## config.mk

```make
export PLATFORM = sky130hd
export DESIGN_NAME = acc_ir_clamp
export DESIGN_NICKNAME = d
export VERILOG_FILES = /design/src/rtl/acc_clamp_pkg.sv /design/src/rtl/clamp_lane.sv /design/src/rtl/flag_merge.sv /design/src/rtl/acc_ir_clamp.sv
export SDC_FILE = /design/constraint.sdc
export NUM_CORES = 1
export LEC_CHECK = 0
export BUFFER_PORTS_ARGS = -buffer_cell sky130_fd_sc_hd__buf_2
export CORE_MARGIN = 8
export CORE_UTILIZATION = 47
export CTS_CLUSTER_DIAMETER = 30
export DETAILED_ROUTE_END_ITERATION = 7
export PLACE_DENSITY = 0.84
export SLEW_MARGIN = 30
export SYNTH_ARGS = -nofsm -noshare
export SYNTH_HDL_FRONTEND = slang
export SYNTH_HIERARCHICAL = 1
export SYNTH_SLANG_ARGS = --single-unit
```

## constraint.sdc

```tcl
create_clock -name clk -period 3.2 [get_ports clk]
set_input_delay 0.32 -clock clk [delete_from_list [all_inputs] [get_ports clk]]
set_output_delay 0.32 -clock clk [all_outputs]
set_load 0.03 [all_outputs]
```

## src/rtl/acc_clamp_pkg.sv

```systemverilog
package acc_clamp_pkg;

    localparam int ACC_W        = 32;
    localparam int IR_W         = 16;
    localparam int FLAG_W       = 32;
    localparam int NCH          = 3;
    // Lane n (0-based) reports on bit LANE_BIT_TOP - n.
    localparam int LANE_BIT_TOP = 24;
    localparam int SUM_BIT      = 31;
    // Lanes below this index also raise the summary bit.
    localparam int SUM_LANES    = 2;

    typedef struct packed {
        logic [IR_W-1:0] val;
        logic            hit;
    } lane_res_t;

    function automatic int lane_bit(input int lane);
        return LANE_BIT_TOP - lane;
    endfunction

    function automatic logic [ACC_W-1:0] sext_ir(input logic [IR_W-1:0] v);
        return {{(ACC_W-IR_W){v[IR_W-1]}}, v};
    endfunction

endpackage

```

## src/rtl/clamp_lane.sv

```systemverilog
module clamp_lane
    import acc_clamp_pkg::*;
(
    input  logic signed [ACC_W-1:0] acc,
    input  logic                    lim_mode,
    output lane_res_t               res
);
    localparam logic signed [ACC_W-1:0] CEIL_V =
        {{(ACC_W-IR_W+1){1'b0}}, {(IR_W-1){1'b1}}};
    localparam logic signed [ACC_W-1:0] FLOOR_V =
        {{(ACC_W-IR_W+1){1'b1}}, {(IR_W-1){1'b0}}};

    logic signed [ACC_W-1:0] floor_sel;

    always_comb begin
        floor_sel = lim_mode ? '0 : FLOOR_V;
        if (acc > CEIL_V) begin
            res.val = CEIL_V[IR_W-1:0];
            res.hit = 1'b1;
        end else if (acc < floor_sel) begin
            res.val = floor_sel[IR_W-1:0];
            res.hit = 1'b1;
        end else begin
            res.val = acc[IR_W-1:0];
            res.hit = 1'b0;
        end
    end

endmodule

```

## src/rtl/flag_merge.sv

```systemverilog
module flag_merge
    import acc_clamp_pkg::*;
(
    input  logic [FLAG_W-1:0] flags_in,
    input  logic [NCH-1:0]    hit,
    output logic [FLAG_W-1:0] flags_out
);
    always_comb begin
        flags_out = flags_in;
        for (int ln = 0; ln < NCH; ln++) begin
            if (hit[ln]) begin
                flags_out[lane_bit(ln)] = 1'b1;
                if (ln < SUM_LANES) flags_out[SUM_BIT] = 1'b1;
            end
        end
    end

endmodule

```

## src/rtl/acc_ir_clamp.sv

```systemverilog
module acc_ir_clamp
    import acc_clamp_pkg::*;
(
    input  logic                    clk,
    input  logic                    rst,
    input  logic                    in_valid,
    input  logic                    lim_mode,
    input  logic signed [ACC_W-1:0] acc1,
    input  logic signed [ACC_W-1:0] acc2,
    input  logic signed [ACC_W-1:0] acc3,
    input  logic [FLAG_W-1:0]       in_flags,
    output logic                    out_valid,
    output logic [ACC_W-1:0]        ir1,
    output logic [ACC_W-1:0]        ir2,
    output logic [ACC_W-1:0]        ir3,
    output logic [FLAG_W-1:0]       out_flags
);
    logic signed [ACC_W-1:0] acc_a [NCH];
    lane_res_t               res_a [NCH];
    logic [NCH-1:0]          hit_v;
    logic [FLAG_W-1:0]       merged;
    logic [IR_W-1:0]         ir_q  [NCH];

    assign acc_a[0] = acc1;
    assign acc_a[1] = acc2;
    assign acc_a[2] = acc3;

    for (genvar g = 0; g < NCH; g++) begin : g_lane
        clamp_lane u_lane (
            .acc      (acc_a[g]),
            .lim_mode (lim_mode),
            .res      (res_a[g])
        );
        assign hit_v[g] = res_a[g].hit;
    end

    flag_merge u_merge (
        .flags_in  (in_flags),
        .hit       (hit_v),
        .flags_out (merged)
    );

    always_ff @(posedge clk) begin
        if (rst) begin
            out_valid <= 1'b0;
            out_flags <= '0;
            for (int i = 0; i < NCH; i++) ir_q[i] <= '0;
        end else begin
            out_valid <= in_valid;
            if (in_valid) begin
                out_flags <= merged;
                for (int i = 0; i < NCH; i++) ir_q[i] <= res_a[i].val;
            end
        end
    end

    assign ir1 = sext_ir(ir_q[0]);
    assign ir2 = sext_ir(ir_q[1]);
    assign ir3 = sext_ir(ir_q[2]);

    assert_nonneg_R2: assert property (@(posedge clk) disable iff (rst)
        out_valid && $past(lim_mode) |-> !ir1[ACC_W-1] && !ir2[ACC_W-1] && !ir3[ACC_W-1]);

    assert_passthru_R3: assert property (@(posedge clk) disable iff (rst)
        out_valid && !$past(lim_mode) && ($past(acc1) >= -32'sd32768) && ($past(acc1) <= 32'sd32767)
        |-> (ir1 == $past(acc1)) && (out_flags[lane_bit(0)] == $past(in_flags[lane_bit(0)])));

    assert_lane3_no_summary_R6: assert property (@(posedge clk) disable iff (rst)
        out_valid && !$past(in_flags[SUM_BIT]) && !out_flags[lane_bit(0)] && !out_flags[lane_bit(1)]
        |-> !out_flags[SUM_BIT]);

    assert_keep_flags_R7: assert property (@(posedge clk) disable iff (rst)
        out_valid |-> ((out_flags & $past(in_flags)) == $past(in_flags)));

    assert_valid_delay_R9: assert property (@(posedge clk) disable iff (rst)
        out_valid |-> $past(in_valid));

    assert_hold_R9: assert property (@(posedge clk) disable iff (rst)
        !in_valid |=> !out_valid && $stable(ir1) && $stable(ir2) && $stable(ir3) && $stable(out_flags));

endmodule

```

# [Word-level counts from Yosys, hierarchy flattened]
# Memory sizes are Yosys's and may differ from the RTL's.
# Index checks and enable logic that the tools add are counted.
[totals] regBits=33 ram_bits=48 wordCells=32 out_inout_bits=129 mem_count=1 in_bits=132
[op_classes] order_cmp=6 bitwise=3 muxes=20
[memory_table] memory="ir_q" depth=3 word_bits=16 rd=3 rd_clocked_by_memory_dff=0 write_ports=3 line="acc_ir_clamp.sv:22" source="logic [IR_W-1:0] ir_q [NCH];"
[op_table] cell="17-bit two-way mux" n=6
[op_table] cell="32-bit by 16-bit > comparator with 1-bit output (second input constant)" n=3
[op_table] cell="32-bit less-than comparator" n=3
[op_table] cell="16-bit two-way mux" n=3
[op_table] cell="32-bit two-way mux" n=1
[op_table] cell="1-bit two-way mux" n=10
[op_table] cell="1-bit OR" n=3

# [Longest topological paths before layout]
# Gate-level depths: netlist of run 1.
[depth] word_depth=6 depth_mapped=10 ltp_nobuf=10

# [Cells and area by module]
# The synthesis of run 1 kept the hierarchy.
[modules_own_cells] mod="acc_ir_clamp" seq_area_each_um2=2102.0 cells_each=256 instances=1 area_per_inst_um2=3303.2
[modules_own_cells] mod="clamp_lane" seq_area_each_um2=0.0 cells_each=74 instances=3 area_per_inst_um2=595.6
[modules_own_cells] mod="flag_merge" seq_area_each_um2=0.0 cells_each=32 instances=1 area_per_inst_um2=235.2

# [Least setup slack after synthesis of run 1]
# OpenSTA, ideal clock, no wires.
[synth_path] kind="input to register" start="in lim_mode" end="reg out_flags[31]" stages=10 required_ps=3084 path_buffers=0 setup_ps=116 t_arrival_ps=2452 path_slack_ps=632 path_cell_list="ha_1 > and4_4 > and2_4 > a211o_1 > o21ai_0 > a21boi_2 > or2b_1 > or3_1 > mux2i_1 > nor2_1"
[synth_between] word_cells_on_any_way=9 cone_classes="2 x order compare; 7 x mux"
[synth_rtl] element="start, declared" line="acc_ir_clamp.sv:7" source="input logic lim_mode,"
[synth_rtl] element="32-bit two-way mux" line="clamp_lane.sv:16" source="floor_sel = lim_mode ? '0 : FLOOR_V;"
[synth_rtl] element="32-bit less-than comparator" line="clamp_lane.sv:20" source="end else if (acc < floor_sel) begin"
[synth_rtl] element="17-bit two-way mux" line="clamp_lane.sv:20"
[synth_rtl] element="17-bit two-way mux" line="clamp_lane.sv:17" source="if (acc > CEIL_V) begin"
[synth_rtl] element="net hit_v[1]" line="acc_ir_clamp.sv:20" source="logic [NCH-1:0] hit_v;"
[synth_rtl] element="1-bit two-way mux" line="flag_merge.sv:11" source="if (hit[ln]) begin"
[synth_rtl] element="net merged[31]" line="acc_ir_clamp.sv:21" source="logic [FLAG_W-1:0] merged;"
[synth_rtl] element="end signal, assigned" line="acc_ir_clamp.sv:51" source="out_flags <= merged;"
[synth_rtl] element="end, declared" line="acc_ir_clamp.sv:16" source="output logic [FLAG_W-1:0] out_flags"
# The timed path passes the listed nets, and every way through them passes these cells.
# A chain may end at the register's enable or synchronous reset.

# [Final worst setup path of run 1]
# Same ends and word-level chain as after synthesis.

==> results of run 1 <==
[worst paths after layout]
check / to / depth (start not counted) / slack (ps) / start
max: out_flags[31]$_SDFFE_PP0P_ / 12 / 430 / lim_mode
min: out_flags[4]$_SDFFE_PP0P_ / 3 / 230 / in_flags[4]
max reg2reg: out_flags[3]$_SDFFE_PP0P_ / 2 / 2510 / out_flags[3]$_SDFFE_PP0P_
min reg2reg: out_flags[0]$_SDFFE_PP0P_ / 2 / 500 / out_flags[0]$_SDFFE_PP0P_
[stage by stage]
| stage | utilization, % | instances | area [um^2] | power, mW |
|---|---|---|---|---|
| after global routing | 58.1 | 845 | 6520 | 3.29 |
| final | 58.1 | 845 | 6520 | 3.15 |
| after CTS | 58.1 | 845 | 6520 | 3.17 |
| after floorplan | - | 510 | 5330 | 1.94 |
| after detailed placement | 55.4 | 829 | 6220 | 2.17 |
| after global placement | 55.4 | 829 | 6220 | 2.14 |
[per-layer routing]
metal	global-route usage [%]	wire, um	vias to the layer above
li1	-	-	2133
met1	20.1	5430	2027
met2	33.3	7580	156
met3	3.96	1130	15
met4	6.02	206	0
met5	0	0	-
[worst max-delay path: cells and delay by family]
| family | cells | cell delay (ps) |
|---|---|---|
| AO/OA/AOI/OAI | 3 | 750 |
| adder cells (fa/ha/maj) | 1 | 390 |
| buffers and inverters | 2 | 300 |
| multiplexers | 1 | 150 |
| AND/OR/NAND/NOR | 5 | 1040 |
[power by group through the flow]
| stage | sequential [mW] | clock (mW) | combinational, mW |
|---|---|---|---|
| detailed placement | 1.26 | 0 | 0.909 |
| global route | 1.25 | 1.07 | 0.976 |
| global placement | 1.25 | 0 | 0.882 |
| finish | 1.24 | 1.00 | 0.905 |
| CTS | 1.24 | 1.02 | 0.913 |
| floorplan | 1.43 | 0 | 0.515 |
[registers in the layout, summed over array words and instances, names as in the netlist]
register and flops:
ir_q 48, out_flags 32, out_valid 1
[logic make-up after synthesis]
family	count (synthesis)	share of synthesized area (%)
multiplexers	35	6.58
AO/OA/AOI/OAI	99	14.1
buffers and inverters	98	13.3
AND/OR/NAND/NOR	149	15.3
adder cells (fa/ha/maj)	48	11.3
flip-flops	81	39.5
[cell type report]
type	count	area, um^2	area share, %
Tap cell	143	179	2.75
Clock buffer	10	239	3.67
Timing Repair Buffer	271	1400	21.4
Multi-Input combinational cell	331	2530	38.8
Inverter	3	11.3	0.173
Sequential cell	81	2100	32.3
Clock inverter	6	57.6	0.883
[cells in the final DEF (no fill, tap or decap), types with 3 or more instances in the layout]
master,Yosys,routed
buf_4,81,10
and4_1,3,3
buf_2,2,260
clkinv_2,0,3
nand4_1,3,3
o311ai_0,3,3
a21o_1,39,39
and4_4,3,3
or2b_1,3,3
clkbuf_16,0,9
a21o_2,15,15
inv_1,3,3
a211o_1,3,3
and2_4,3,3
mux2i_1,35,35
nand2_1,12,12
a21boi_0,3,3
and2_1,48,48
ha_1,48,48
a21oi_1,15,15
nor4_1,12,12
nor3_1,3,3
o311a_2,3,3
o21ai_0,9,9
dfxtp_1,33,33
edfxtp_1,48,48
nor2_1,47,47
a21boi_2,3,3
nand3_1,6,6
a211oi_2,3,3
==> impl_results.md, run 1 <==
- Crit share post-route: a little under 90%
- Slowest Stage Delay on Critical Path: 390 ps
- Initial antenna violation count: 0
- Clock-pin slew on the worst setup and hold paths: 60 ps
- First-pass GRT wire length: 21800 um
- Ys flop type: edfxtp_1
- Area leader, netlist: edfxtp_1
- CTS tree: yes
- Number of synthesized flops with an enable pin: 48
- Period minus WS final: 2770 ps
- Switching share of power: between 30% and 40%
- Via density: about 5.1
- Post-CTS Setup Inserts: 0
- Fin. max-slew vios: 0
- Die area: 0.0150 mm^2
- Num rows: 39
- Crit path cell chain: buf_2, buf_12, ha_1, and4_4, and2_4, a211o_1, o21ai_0, a21boi_2, or2b_1, or3_1, mux2i_1, nor2_1
- Pint: 2.14 mW
- Status: completed
- Max Fclk: approximately 360 MHz
- Layout cells sized above 1: 45.7%
- Worst Path Max Fanout: 45
- Sw power: 1.01 mW
- Clock power share: 31.9%
- Initial drt markers: 242
- Largest net degree at the start of global routing: 50
- Hold Vio Cnt, Final: 0
- Worst setup SP type: input pin
- Post-synth ARST share: 0%
- Max-cap violation count: 0
- Area of the core: 0.0112 mm^2
- Filler instances: 941
- Cts bufs inserted: 9
- Clock Tree Buf Depth: 2
- CTS Hold Bufs: 0
- Fin Clk Skew: 0 ps
- GRT overflow: 0
- Worst vdd ir: 336 uV
- Type of the most critical hold path: in -> reg
- Clk Latency, worst-skew pair: 320 ps
- # setup viols final: 0
- Ys Warns: 6
- Post-synth top area share: 27.1%
- DP Worst Slack: 116 ps
- Netlist cell types: 37
- Height of the die: roughly 120 um
- Clock root cell: clkbuf_16
- Post-DP HPWL: 11800 um
- I/O pin total: 261
- WP data arrival: 2960 ps
- Leak: 3.48 nW
- Type of the worst setup path: in -> reg
- Post-CTS sizing: 0
- TNS Setup: 0 ps
- Die width: 122 um
- Post-Synthesis Net Count: 690
- Post-Syn Instances: 510
- Routability congestion estimate: 0.832
- PwrDens: 483 mW/mm^2
- Slew HR: 45.1%
- Req. time, crit path: 3390 ps
- Avg Cell Area, Syn: 10.4 um^2
- Initial Utilization: 47.4%
- Worst Tran Pin Value: between 800 and 900 ps
- #FFs+latches synth: 81
- Share of power burned in registers: approximately two fifths
- Total number of vias: 4331
- Register area share after synthesis: 39.5%
- Synth area leaders: edfxtp_1, dfxtp_1, buf_4, ha_1, mux2i_1
- Post-synth top cells: buf_4, and2_1, edfxtp_1, ha_1, nor2_1
- Ant diodes: 0
- P&R area growth vs syn: 22.4%
- Post-Syn Area: 0.00533 mm^2
- Crit-path slowest cell: ha_1
- RSZ-0062 raised after global routing: false
- Vias in the first global route: 4473
- H-tree levels: 3
- Final setup margin: 427 ps
- Final wirelength: 14400 um
- Input/output buffers: 260
- Nets: 877
- Final hold slack: between 200 and 250 ps
- Combinational share of power: roughly 29%
- Clk sink count: 81
- Count leader, synth: buf_4
- GR Util All Layers: a little under a fifth
- # DRC: 0
- Worst setup EP type: flip-flop
- TritonRoute pass-1 iters: 4
- Detail Route Antenna Nets: 0
- Wirelength per Cell: 17.0 um
(Power assumes the default switching activity.)
==> run 2: changes to the inputs <==
--- a/config.mk
+++ b/config.mk
@@ -7,12 +7,12 @@
 export LEC_CHECK = 0
 export BUFFER_PORTS_ARGS = -buffer_cell sky130_fd_sc_hd__buf_2
 export CORE_MARGIN = 8
-export CORE_UTILIZATION = 47
+export CORE_UTILIZATION = 45
 export CTS_CLUSTER_DIAMETER = 30
 export DETAILED_ROUTE_END_ITERATION = 7
-export PLACE_DENSITY = 0.84
+export PLACE_DENSITY = 0.83
+export RECOVER_POWER = 50
 export SLEW_MARGIN = 30
 export SYNTH_ARGS = -nofsm -noshare
 export SYNTH_HDL_FRONTEND = slang
-export SYNTH_HIERARCHICAL = 1
 export SYNTH_SLANG_ARGS = --single-unit
==> constraint.sdc (replaced) <==
create_clock -name clk -period 3 [get_ports clk]
set_input_delay 0.3 -clock clk [delete_from_list [all_inputs] [get_ports clk]]
set_output_delay 0.3 -clock clk [all_outputs]
set_load 0.03 [all_outputs]
==> run 2 against run 1 <==
  * Via count down 7.6%
  * Clock power fell by 14%
  * Largest cell class is now flip-flops and latches
  * Cell area is 11% lower
  * Non-clock buffer count shrank 3
  * Synthesized area fell by 13%
  * Sequential share of layout area up 3.9 points
  * Largest power group unchanged
==> impl_results.md, run 2 <==
- Ys flop type: edfxtp_1
- Min-Delay Path Depth: 3
- Number of synthesized flops with an enable pin: 48
- Clk Latency, worst-skew pair: between 300 and 400 ps
- WP data arrival: roughly 2700 ps
- Ant diodes: 0
- Layout cells sized above 1: about 32%
- Clock-pin slew on the worst setup and hold paths: around 90 ps
- Worst setup EP type: flip-flop
- Netlist cell types: 42
- Worst r2r dst: out_flags[22]$_SDFFE_PP0P_
- Input/output buffers: 260
- TNS Setup: 0 ps
- CP delay by family, top: compound AO/OA/AOI/OAI gates
- Initial Utilization: 45.6%
- Fin. max-slew vios: 0
- Clk sink count: 81
- CP Buf/Inv Count: 2
- Cts bufs inserted: 9
- RR Startpoint: out_flags[22]$_SDFFE_PP0P_
- Area leader, netlist: edfxtp_1
- Height of the die: roughly 120 um
- Wirelength per Cell: 17.2 um
- Post-Syn Area: roughly 0.0046 mm^2
- Via density: 5.18
- # DRC: 0
- Worst Hold Launch: in_flags[10]
- CTS tree: yes
- Reg with most FFs: ir_q
- Area of the core: 0.0101 mm^2
- Nets: 811
- First-pass GRT wire length: 21300 um
- TritonRoute pass-1 iters: 5
- Worst Path Max Fanout: 17
- Slowest Stage Delay on Critical Path: 540 ps
- Fin Clk Skew: 0 ps
- Most common cell after layout, fill and taps aside: buf_2
- GRT overflow: 0
- Post-Syn Instances: 418
- Clock Tree Buf Depth: 2
- Max reg flops: 48
- P&R area growth vs syn: 25.6%
- Die width: 117 um
- Status: completed
- Worst setup SP type: input pin
- # setup viols final: 0
- Largest net degree at the start of global routing: 49
- Crit path cell chain: buf_2, buf_4, ha_1, o21ai_0, a21oi_1, o41ai_2, a221oi_2, and2_1, a21o_2
- Post-Synthesis Net Count: 598
- Leak: 2.87 nW
- Total number of vias: 4001
- Post-synth top area share: a little under a third
- Final hold slack: 182 ps
- Type of the worst setup path: in -> reg
- Type of the most critical hold path: in -> reg
- Num rows: 37
- Slew HR: 55.0%
- Max Fclk: 402 MHz
- Synth area leaders: edfxtp_1, dfxtp_1, ha_1, buf_4, mux2i_1
- RSZ-0062 raised after global routing: false
- Crit-path slowest cell: and2_1
- Max-cap violation count: 0
- Die area: ~0.014 mm^2
- GR Util All Layers: 18.7%
- Top flop regs: ir_q x48, out_flags x32, out_valid x1
- Ys Warns: 0
- Clock root cell: clkbuf_8
- FF-to-FF path depth: 2
- Routability congestion estimate: slightly below 0.9
- Detail Route Antenna Nets: 0
- Post-synth ARST share: 0%
- Worst vdd ir: 227 uV
- Post-CTS sizing: 0
- Initial drt markers: about 200
- Final setup margin: 512 ps
- Hold Vio Cnt, Final: 0
- Register area share after synthesis: a little under half
- #FFs+latches synth: 81
- Final wirelength: 13300 um
- PwrDens: 526 mW/mm^2
- Post-synth top cells: buf_4, edfxtp_1, ha_1
- Post-DP HPWL: 10900 um
- H-tree levels: 3
- CTS Hold Bufs: 0
- CP startpoint: lim_mode
- Filler instances: ~910
- Worst Tran Pin Value: 675 ps
- Most used cells in the layout excluding fill and tap cells: buf_2, clkbuf_1, ha_1, edfxtp_1, nor2_1
- Hold EP: out_flags[10]$_SDFFE_PP0P_
- Crit share post-route: 82.9%
- Req. time, crit path: 3210 ps
- I/O pin total: 261
- Worst R2R Setup Slack: 2280 ps
- Initial antenna violation count: 0
- Post-CTS Setup Inserts: 0
- DP Worst Slack: about 120 ps
- Vias in the first global route: 4284
- Period minus WS final: 2490 ps
- Avg Cell Area, Syn: 11.1 um^2
## run 2: changes by cell type in the layout (fill, tap and decap cells not counted), sizes merged, moves of 4 or more
| cell | change |
|---|---|
| buf | -105 |
| mux2i | -5 |
| clkinv | -4 |
| and2 | -49 |
| a21boi | -6 |
| nand4 | +5 |
| a31o | +15 |
| clkbuf | +104 |
| o211ai | +4 |
| a21o | -19 |
| and4 | -6 |
## run 2: final cells by class
| type | count | area (um^2) | area share, % |
|---|---|---|---|
| sequential | 81 | 2100 | 36.2 |
| inverter | 4 | 15.0 | 0.259 |
| clock inverter | 4 | 56.3 | 0.969 |
| multi-input combinational | 267 | 2060 | 35.5 |
| tap | 136 | 170 | 2.93 |
| clock buffer | 12 | 166 | 2.87 |
| timing repair buffer | 268 | 1230 | 21.2 |
## run 2: cell families after synthesis
kind of cell | share of synthesized area (%)
and+or+nand+nor | 9.15
DFF | 45.5
buffers and inverters | 10.0
AOI/OAI and AO/OA | 15.9
adders and majority gates | 13.0
muxes | 6.49
## run 2: metal layers
layer	share of wire (%)	up-vias	GRT usage (%)
met5	0	-	0
met4	1.5	0	4.62
met3	10	18	9.35
met2	53	189	35.4
met1	35	1854	17.4
li1	-	1940	-
## run 2: worst max path at each step
| stage | slack, ps | depth (start not counted) | to |
|---|---|---|---|
| 2_1_floorplan | 730 | 9 | ir_q[0][10]$_SDFFCE_PN0P_ |
| 3_3_place_gp | 240 | 9 | ir_q[0][2]$_SDFFCE_PN0P_ |
| 3_5_place_dp | 120 | 9 | ir_q[0][2]$_SDFFCE_PN0P_ |
| 4_1_cts | 490 | 9 | ir_q[0][2]$_SDFFCE_PN0P_ |
| 5_1_grt | 300 | 9 | ir_q[0][1]$_SDFFCE_PN0P_ |
| 6_report | 510 | 9 | ir_q[0][2]$_SDFFCE_PN0P_ |
## run 2: stage by stage
step | cells | power, mW | utilization (%) | cell area [um^2]
6_report | 772 | 3.05 | 57.3 | 5810
5_1_grt | 772 | 3.21 | 57.3 | 5810
4_1_cts | 772 | 3.12 | 58.5 | 5930
3_5_place_dp | 756 | 2.25 | 56.3 | 5710
3_3_place_gp | 756 | 2.23 | 56.3 | 5710
2_1_floorplan | 418 | 2.00 | - | 4620
## run 2: report_power, final
| part | leakage, nW | internal, mW | switching [mW] |
|---|---|---|---|
| sequential | 0.786 | 1.28 | 0.0463 |
| combinational | 1.97 | 0.264 | 0.597 |
| clock | 0.113 | 0.466 | 0.396 |
| total | 2.87 | 2.02 | 1.04 |
## run 2: worst reg2reg max path, cell delays in order, from the launching register on
cell      delay (ps)
dfxtp_1          340
nor2_1            40
a311oi_1         250
==> run 3: changes to the inputs <==
--- a/config.mk
+++ b/config.mk
@@ -7,10 +7,10 @@
 export LEC_CHECK = 0
 export BUFFER_PORTS_ARGS = -buffer_cell sky130_fd_sc_hd__buf_2
 export CORE_MARGIN = 8
-export CORE_UTILIZATION = 45
+export CORE_UTILIZATION = 41
 export CTS_CLUSTER_DIAMETER = 30
 export DETAILED_ROUTE_END_ITERATION = 7
-export PLACE_DENSITY = 0.83
+export PLACE_DENSITY = 0.8
 export RECOVER_POWER = 50
 export SLEW_MARGIN = 30
 export SYNTH_ARGS = -nofsm -noshare
==> constraint.sdc (replaced) <==
create_clock -name clk -period 2.2 [get_ports clk]
set_input_delay 0.22 -clock clk [delete_from_list [all_inputs] [get_ports clk]]
set_output_delay 0.22 -clock clk [all_outputs]
set_load 0.03 [all_outputs]
==> run 3 against run 2 <==
  * Critical path depth increased by 1
  * Critical path type unchanged
  * Cell count increased by 2.3%
  * Core utilization decreased by 1.4 points
  * Clock power increased by 93%
==> impl_results.md, run 3 (synthesized netlist as in run 2, its figures left out) <==
- Vias in the first global route: 4086
- Height of the die: ~120 um
- Final cell count without fillers: 790
- Max reg flops: 48
- Clk Latency, worst-skew pair: around 320 ps
- P&R area growth vs syn: 32.2%
- CP startpoint: lim_mode
- Input/output buffers: 260
- Req. time, crit path: 2270 ps
- CP delay by family, top: compound AO/OA/AOI/OAI gates
- # DRC: 0
- Post-CTS sizing: 1
- Clock root cell: clkbuf_16
- TritonRoute pass-1 iters: 4
- Reg with most FFs: ir_q
- Clk sink count: 81
- Post-Place Cells: 774
- Wirelength per Cell: 17.5 um
- Via density: 5.11
- I/O pin total: about 260
- Status: completed
- Crit path cell chain: buf_2, buf_6, ha_1, a211oi_1, nor2_1, a211o_1, a21oi_1, nor3_1, buf_12, a21o_1
- Total number of vias: 4034
- Largest net degree at the start of global routing: 37
- First-pass GRT wire length: 20700 um
- Die width: 122 um
- CP Buf/Inv Count: 3
- Worst Tran Pin Value: 1050 ps
- Worst Path Max Fanout: 18
- Die area: around 0.015 mm^2
- Max-cap violation count: 0
- Worst Hold Launch: in_flags[9]
- Leak: between 3 and 4 nW
- Detail Route Antenna Nets: 0
- RSZ-0062 raised after global routing: false
- Type of the most critical hold path: in -> reg
- GR Util All Layers: between 15 and 20%
- Routability congestion estimate: 0.842
- Filler instances: 982
- Hold Vio Cnt, Final: 0
- Crit-path slowest cell: ha_1
- Final wirelength: 13800 um
- Clock Tree Buf Depth: 2
- Post-DP HPWL: 11400 um
- Top flop regs: ir_q x48, out_flags x32, out_valid x1
- GRT overflow: 0
- Ant diodes: 0
- Post-CTS Setup Inserts: 0
- PwrDens: 770 mW/mm^2
- CTS Hold Bufs: 0
- WP data arrival: 2140 ps
- Worst vdd ir: a little over 500 uV
- Initial antenna violation count: 0
- Cts bufs inserted: 9
- Layout cells sized above 1: ~37%
- Area of the core: 0.0109 mm^2
- Worst setup SP type: input pin
- Num rows: 38
- Initial drt markers: about 220
- Most common cell after layout, fill and taps aside: buf_2
- Nets: 825
- TNS Setup: 0 ps
- H-tree levels: 3
- CTS tree: yes
- # setup viols final: 0
- Cell area after layout: 0.00611 mm^2
- Crit share post-route: 93.9%
- Most used cells in the layout excluding fill and tap cells: buf_2, clkbuf_1, ha_1, edfxtp_1, nor2_1
- Slowest Stage Delay on Critical Path: just over 300 ps
- Fin. max-slew vios: 0
- RR Startpoint: out_flags[23]$_SDFFE_PP0P_
- Max Fclk: 484 MHz
- Fin Clk Skew: 0 ps
- Period minus WS final: around 2100 ps
- Clock-pin slew on the worst setup and hold paths: 60 ps
- Type of the worst setup path: in -> reg
- Initial Utilization: 42.3%
- Placed Area: 0.00586 mm^2
- Worst setup EP type: flip-flop
- Slew HR: 30.3%
run 3: cell types whose count changed in the layout (fill, tap and decap cells not counted), moves of 3 or more:
cell       before  now
clkbuf_1      103   80
clkbuf_16       1   12
buf_2         158  181
clkbuf_2        0    3
buf_4           8   15
clkbuf_8       10    0
buf_12          0    3
run 3: tightest hold or removal path: stages:
cell	delay, ps
buf_2	70
mux2i_1	50
nor2_1	70
run 3: worst paths after layout:
path / cells past startpoint / slack (ps) / to
max: 10 / 130 / ir_q[0][30]$_SDFFCE_PN0P_
min: 3 / 130 / out_flags[9]$_SDFFE_PP0P_
max reg2reg: 2 / 1460 / out_flags[23]$_SDFFE_PP0P_
min reg2reg: 2 / 490 / out_flags[22]$_SDFFE_PP0P_
run 3: area by class of cell:
cell class	count	area (um^2)	share of cell area [%]
Clock inverter	2	38.8	0.634
Timing Repair Buffer	282	1410	23.0
Multi-Input combinational cell	267	2070	33.8
Tap cell	140	175	2.86
Inverter	4	15.0	0.246
Sequential cell	81	2100	34.4
Clock buffer	14	309	5.05
run 3: layer usage:
layer	vias up	track usage, %	wire [um]
met5	-	0	0
met4	0	3.66	105
met3	10	6.02	1360
met2	156	32.8	7210
met1	1892	18.0	5120
li1	1976	-	-
run 3: report_power, final:
part           total (mW)  switching, mW  internal, mW
Sequential           1.82         0.0612          1.75
Clock                1.66          0.570          1.09
Combinational        1.23          0.824         0.407
run 3: metrics by stage:
stage | utilization, % | hold WS [ps] | setup WS [ps] | total power, mW
global route | 55.9 | 130 | 2.10 | 4.93
floorplan | - | 367 | 13.1 | 2.72
detailed placement | 53.5 | 466 | -343 | 3.12
global placement | 53.5 | 454 | -296 | 3.08
CTS | 56.7 | 124 | 44.1 | 4.80
finish | 55.9 | 134 | 135 | 4.71
